==> config.mk <==
export PLATFORM = sky130hd
export DESIGN_NAME = region_guard
export DESIGN_NICKNAME = d
export VERILOG_FILES = /design/src/rtl/rgn_pkg.sv /design/src/rtl/rgn_regs.sv /design/src/rtl/rgn_match.sv /design/src/rtl/dflt_map.sv /design/src/rtl/region_guard.sv
export SDC_FILE = /design/constraint.sdc
export NUM_CORES = 2
export LEC_CHECK = 0
export BUFFER_PORTS_ARGS = -buffer_cell sky130_fd_sc_hd__buf_4
export CORE_UTILIZATION = 45
export DETAILED_ROUTE_END_ITERATION = 7
export GPL_TIMING_DRIVEN = 0
export PLACE_DENSITY = 0.65
export SLEW_MARGIN = 10
export SYNTH_ARGS = -nofsm -noshare
export SYNTH_HDL_FRONTEND = slang
export SYNTH_HIERARCHICAL = 1
export SYNTH_SLANG_ARGS = --single-unit
==> constraint.sdc <==
create_clock -name clk -period 3.6 [get_ports clk]
set_clock_uncertainty 0.15 [all_clocks]
set_input_delay 0.72 -clock clk [delete_from_list [all_inputs] [get_ports clk]]
set_output_delay 0.72 -clock clk [all_outputs]
set_load 0.1 [all_outputs]
==> src/rtl/rgn_pkg.sv <==
package rgn_pkg;
  localparam int AW     = 32;
  localparam int MIN_LG = 5;
  localparam int SZ_W   = 5;
  localparam int IDX_W  = 4;
  localparam int FLD_W  = 2;
  localparam int CA_W   = IDX_W + FLD_W;
  localparam logic [SZ_W-1:0] SZ_FLOOR = 5'd4;
  localparam logic [CA_W-1:0] GLB_ADDR = '1;

  typedef enum logic [1:0] {MT_SO = 2'd0, MT_DEV = 2'd1, MT_NORM = 2'd2} mtype_e;
  typedef enum logic [1:0] {CP_NC = 2'd0, CP_WT = 2'd1, CP_WB = 2'd2} cpol_e;

  typedef struct packed {
    logic   xn;
    logic   shared;
    cpol_e  cpol;
    mtype_e mtype;
  } attr_t;

  typedef struct packed {
    logic [AW-1:MIN_LG] base;
    logic [SZ_W-1:0]    size;
    logic               en;
    attr_t              attr;
  } rgn_t;
endpackage

==> src/rtl/rgn_regs.sv <==
module rgn_regs
  import rgn_pkg::*;
#(
  parameter int NUM_RGN = 12,
  parameter int NSLOT   = 12
) (
  input  logic                  clk,
  input  logic                  rst_n,
  input  logic                  priv,
  input  logic                  we,
  input  logic [CA_W-1:0]       addr,
  input  logic [AW-1:0]         wdata,
  output logic [AW-1:0]         rdata,
  output logic                  glb_en,
  output rgn_t [NSLOT-1:0]      rgn
);
  localparam bit HAS = (NUM_RGN > 0);

  logic             wr_ok;
  logic [IDX_W-1:0] idx;
  logic [FLD_W-1:0] fld;
  rgn_t             regs_q [NSLOT];

  assign wr_ok = we && priv && HAS;
  assign idx   = addr[CA_W-1:FLD_W];
  assign fld   = addr[FLD_W-1:0];

  for (genvar g = 0; g < NSLOT; g++) begin : g_slot
    always_ff @(posedge clk or negedge rst_n) begin
      if (!rst_n) begin
        regs_q[g] <= '0;
      end else if (wr_ok && (g < NUM_RGN) && idx == IDX_W'(g) && addr != GLB_ADDR) begin
        case (fld)
          2'd0: regs_q[g].base <= wdata[AW-1:MIN_LG];
          2'd1: {regs_q[g].size, regs_q[g].en} <= wdata[SZ_W:0];
          2'd2: regs_q[g].attr <= attr_t'(wdata[5:0]);
          default: ;
        endcase
      end
    end
    assign rgn[g] = regs_q[g];
  end

  always_ff @(posedge clk or negedge rst_n) begin
    if (!rst_n)                          glb_en <= 1'b0;
    else if (wr_ok && addr == GLB_ADDR)  glb_en <= wdata[0];
  end

  always_comb begin
    rdata = '0;
    if (priv && HAS) begin
      if (addr == GLB_ADDR) begin
        rdata[0] = glb_en;
      end else begin
        for (int i = 0; i < NUM_RGN; i++) begin
          if (idx == IDX_W'(i)) begin
            case (fld)
              2'd0: rdata = {regs_q[i].base, {MIN_LG{1'b0}}};
              2'd1: rdata[SZ_W:0] = {regs_q[i].size, regs_q[i].en};
              2'd2: rdata[5:0] = regs_q[i].attr;
              default: rdata = '0;
            endcase
          end
        end
      end
    end
  end
endmodule

==> src/rtl/rgn_match.sv <==
module rgn_match
  import rgn_pkg::*;
(
  input  rgn_t          r,
  input  logic [AW-1:0] addr,
  output logic          hit
);
  logic [SZ_W-1:0] lg;
  logic [5:0]      sh;
  logic [AW-1:0]   keep;

  always_comb begin
    lg   = (r.size < SZ_FLOOR) ? SZ_FLOOR : r.size;
    sh   = {1'b0, lg} + 6'd1;
    keep = ~((AW'(1) << sh) - AW'(1));
    hit  = r.en && (((addr ^ {r.base, {MIN_LG{1'b0}}}) & keep) == '0);
  end
endmodule

==> src/rtl/dflt_map.sv <==
module dflt_map
  import rgn_pkg::*;
(
  input  logic [3:0] nib,
  input  logic       fetch,
  input  logic       ic_en,
  input  logic       dc_en,
  input  logic       hv,
  output attr_t      a
);
  always_comb begin
    a.xn     = nib[3];
    a.shared = 1'b1;
    a.cpol   = CP_NC;
    a.mtype  = MT_SO;
    unique case (nib[3:1])
      3'b111: begin
        if (nib[0]) begin
          a.xn = !hv;
          if (fetch && hv) begin
            a.mtype  = MT_NORM;
            a.shared = 1'b0;
          end
        end
      end
      3'b110: ;
      3'b101: a.mtype = MT_DEV;
      3'b100: begin
        a.mtype  = MT_DEV;
        a.shared = 1'b0;
      end
      default: begin
        a.mtype = MT_NORM;
        if (fetch) begin
          a.shared = 1'b0;
          a.cpol   = ic_en ? CP_WB : CP_NC;
        end else if (dc_en && !nib[2]) begin
          a.shared = 1'b0;
          a.cpol   = CP_WB;
        end else if (dc_en && nib[2:1] == 2'b10) begin
          a.shared = 1'b0;
          a.cpol   = CP_WT;
        end
      end
    endcase
  end
endmodule

==> src/rtl/region_guard.sv <==
module region_guard
  import rgn_pkg::*;
#(
  parameter int NUM_RGN = 12
) (
  input  logic        clk,
  input  logic        rst_n,
  input  logic        priv,
  input  logic        cfg_we,
  input  logic [5:0]  cfg_addr,
  input  logic [31:0] cfg_wdata,
  output logic [31:0] cfg_rdata,
  input  logic [31:0] acc_addr,
  input  logic        acc_fetch,
  input  logic        icache_en,
  input  logic        dcache_en,
  input  logic        hivecs,
  output logic [1:0]  mem_type,
  output logic [1:0]  cache_pol,
  output logic        shared,
  output logic        xn,
  output logic        hit
);
  localparam int NSLOT = (NUM_RGN == 0) ? 1 : NUM_RGN;
  localparam bit HAS   = (NUM_RGN > 0);

  logic             glb_en;
  rgn_t [NSLOT-1:0] rgn;
  logic [NSLOT-1:0] hits;
  attr_t            dattr;
  attr_t            sel;

  rgn_regs #(.NUM_RGN(NUM_RGN), .NSLOT(NSLOT)) u_regs (
    .clk(clk), .rst_n(rst_n), .priv(priv), .we(cfg_we),
    .addr(cfg_addr), .wdata(cfg_wdata), .rdata(cfg_rdata),
    .glb_en(glb_en), .rgn(rgn)
  );

  for (genvar g = 0; g < NSLOT; g++) begin : g_match
    rgn_match u_m (.r(rgn[g]), .addr(acc_addr), .hit(hits[g]));
  end

  dflt_map u_dflt (
    .nib(acc_addr[31:28]), .fetch(acc_fetch), .ic_en(icache_en),
    .dc_en(dcache_en), .hv(hivecs), .a(dattr)
  );

  always_comb begin
    sel = dattr;
    hit = 1'b0;
    if (glb_en && HAS) begin
      for (int i = 0; i < NSLOT; i++) begin
        if (hits[i]) begin
          sel = rgn[i].attr;
          hit = 1'b1;
        end
      end
    end
  end

  assign mem_type  = sel.mtype;
  assign cache_pol = sel.cpol;
  assign shared    = sel.shared;
  assign xn        = sel.xn;
endmodule

==> impl_metrics.ini <==
[run_status]
status = complete, but fails checks
violations = DRC, setup timing

[run]
drv_cap = 0

[floorplan]
die_x_um = 274
row_count = 99
die_y_um = 274
core_area_sq_um = 73100
initial_core_util_pct = 45.6
die_area_sq_um = 75100
io_pins = 117

[worst_setup_path]
cp-end-kind = output pin
cp-start-kind = flop
slowest_delay_ns = 0.46
critical-path-top-delay-family = compound AO/OA/AOI/OAI gates
crit_fanout = 4
critPathArrivalTime_ns = 3.70
crit_slowest_cell = dfrtp_1
worstPathCellList = xnor2_2 > o22a_1 > a31oi_1 > a2111o_1 > nor4_4 > buf_12 > nor2b_4 > a221oi_4 > o31ai_2 > nand3_2 > a21oi_4 > buf_12
rr_worst_depth = 1
reg2reg_to = u_regs/rgn[316]
cpMostUsedCell = buf_12
r2r_start = u_regs/rgn[316]
reg2reg_slack_ns = 2.28
critPathKind = reg2out
crit_required_ns = 2.73
timing.critical_path.buf_inv = 2

[hold_path]
holdPathEnd = u_regs/rgn[139]
min_path_type = in2reg
min-delay-start = cfg_wdata[15]
hold_path_depth = 2

[logic_synthesis]
async_reset_ff_share_pct = 100
synth_common_cells = dfrtp_1, mux2_2, xnor2_1
synth_compound_area_share_pct = 21.4
netlist_area_sq_um = 33300
synthXorXnorAreaFrac_pct = 8.58
synth_edf_count = 0
synthCells = 3329
yosys_warnings = 6
synth_ff_type = dfrtp_1
synth_fa_ha_area_share_pct = 0.789
yosys_register_bits = 469
postSynthAreaPerCell_sq_um = 10.0
synthSimpleGateAreaFrac_pct = 12.5
synth_area_leaders = dfrtp_1, mux2_2, xnor2_1
synth_top_cell_area_share_pct = 35.3
synth_top_family_by_area = compound AO/OA/AOI/OAI gates
synth_top_cell_by_area = dfrtp_1
yosysSeqAreaShare_pct = 35.3
yosys.cell_types.count = 112
muxShareOfSynthArea_pct = 16.4
synth_most_common_cell = dfrtp_1

[cts]
h-tree-depth = 2
cts_buffers = 56
clock_path_buffers = 3
cts_tree = done
clock-sinks = 469
ctsRootBufferMaster = clkbuf_16
clk_latency_ns = 0.61
cts.clk_slew.worst_paths_ns = 0.06

[grt]
grt_max_degree = 109
grt_overflow = 0
track_usage_pct = 44.1
antenna_found_initial = 7
grt_pass1_vias = 30432
grt_pass1_wl_mm = 234

[sta]
min_period_over_period_pct = 127
hold_viol_final = 0
slew_headroom_pct = 22.2
fin_ws_ns = -0.968
fmax_mhz = 219
worst_pin_slew_ns = 1.17
rsz0062_at_grt = true
setup_viol = 39
drv_slew = 0
post-route-min-period_ns = 4.57

[power_and_ir_drop]
p_leak_nw = 18.0
p_seq_share_pct = 39.2
pwr-share-comb_pct = 26.0
power.share.switching_pct = 34.9
power_density_nw_per_um2 = 383
switchingPower_mw = 5.75
vdd_drop_max_mv = 0.395
power_frac_clock_pct = 34.8
p_int_mw = 10.7

[placement]
place.gp.congestion = 1.09
dp_hpwl_mm = 125
dp.cells = 4418
numPortBuffers = 113

[route]
wire_per_inst_um = 35.9
ant_nets = 0
firstDrtPassIters = 8
drt_iter0_markers = 4788
routed_wl_mm = 169
num_vias = 32717
vias_per_cell = 6.94
drc = 36

[finish]
drive_above_1_share_pct = 43.3
post-route-util_pct = 58.8
final_cells = 4712
areaGrowthSynthToFinish_pct = 29.2
nets = 3802
## per-stage QoR
stage | setup TNS, ns | cell area [sq um] | hold WS (ns) | total power [mW] | worst slack (ns)
3_5_place_dp | -37.85 | 35900 | 0.380 | 9.92 | -1.47
6_report | -11.27 | 43000 | 0.197 | 16.5 | -0.968
4_1_cts | -8.38 | 41700 | 0.168 | 16.1 | -0.913
3_3_place_gp | -1632.42 | 35800 | 0.374 | 9.90 | -3.49
5_1_grt | -11.98 | 43000 | 0.197 | 16.9 | -1.00
2_1_floorplan | -1.04 | 33700 | 0.274 | 8.33 | -0.287
## placed cells by master, fill, tap and decap left out, drive strengths merged, types with 72 or more instances in the layout
cell and instances:
nor2 101, buf 510, xnor2 256, o21ai 187, a22oi 179, a21oi 181, o211ai 74, nand3 72
clkbuf 151, mux2 474, dfrtp 469, nand2 170
## how the worst max path moves through the flow
stage	from	end	slack, ns	cells after the start
2_1_floorplan	cfg_addr[0]	cfg_rdata[5]	-0.29	8
3_3_place_gp	rst_n	u_regs/rgn[451]	-3.49	1
3_5_place_dp	acc_addr[31]	shared	-1.47	13
4_1_cts	u_regs/rgn[10]	shared	-0.91	14
5_1_grt	u_regs/rgn[9]	cache_pol[1]	-1.00	14
6_report	u_regs/rgn[366]	xn	-0.97	12
## state kept, by name (all words and copies together) (netlist names)
register,cells
u_regs/rgn,468
u_regs/glb_en,1
## layout make-up
cell class / instances / area (sq um)
well taps: 959 / 1200
clock buffers: 81 / 1630
plain buffers: 270 / 2230
fillers: 6294 / 30100
clock inverters: 22 / 196
repair buffers: 311 / 3330
diodes: 1 / 2.50
multi-input cells: 2568 / 22500
inverters: 31 / 126
flip-flops and latches: 469 / 11800
## timing repair
action / in CTS / in global routing
resized for setup: 684 / 178
pin swaps: 148 / 120
endpoints found under the hold margin: 20 / 0
setup endpoints to repair: 39 / 39
hold buffers: 1 / 0
setup buffers: 136 / 53
cloned: 1 / 5
## power groups by stage
| stage | clock network (mW) | registers (mW) | logic (mW) |
|---|---|---|---|
| finish | 5.74 | 6.46 | 4.28 |
| global route | 5.96 | 6.47 | 4.42 |
| CTS | 5.75 | 6.39 | 3.92 |
| detailed placement | 0 | 6.46 | 3.46 |
| global placement | 0 | 6.45 | 3.45 |
| floorplan | 0 | 6.13 | 2.20 |
## metal layers
metal / global-route usage [%] / vias to the layer above / share of wire (%)
li1: - / 13307 / -
met1: 58.8 / 16490 / 39
met2: 62.7 / 2334 / 41
met3: 12.0 / 580 / 12
met4: 28.4 / 6 / 8.0
met5: 0 / - / 0.020
## cell families after synthesis
| logic type | after synthesis |
|---|---|
| xor gates and xnor gates | 326 |
| DFF | 469 |
| and+or+nand+nor | 695 |
| muxes | 486 |
| AOI/OAI and AO/OA | 1015 |
| buffers and inverters | 304 |
| other | 12 |
| adders and majority gates | 22 |
(Power assumes the default switching activity.)
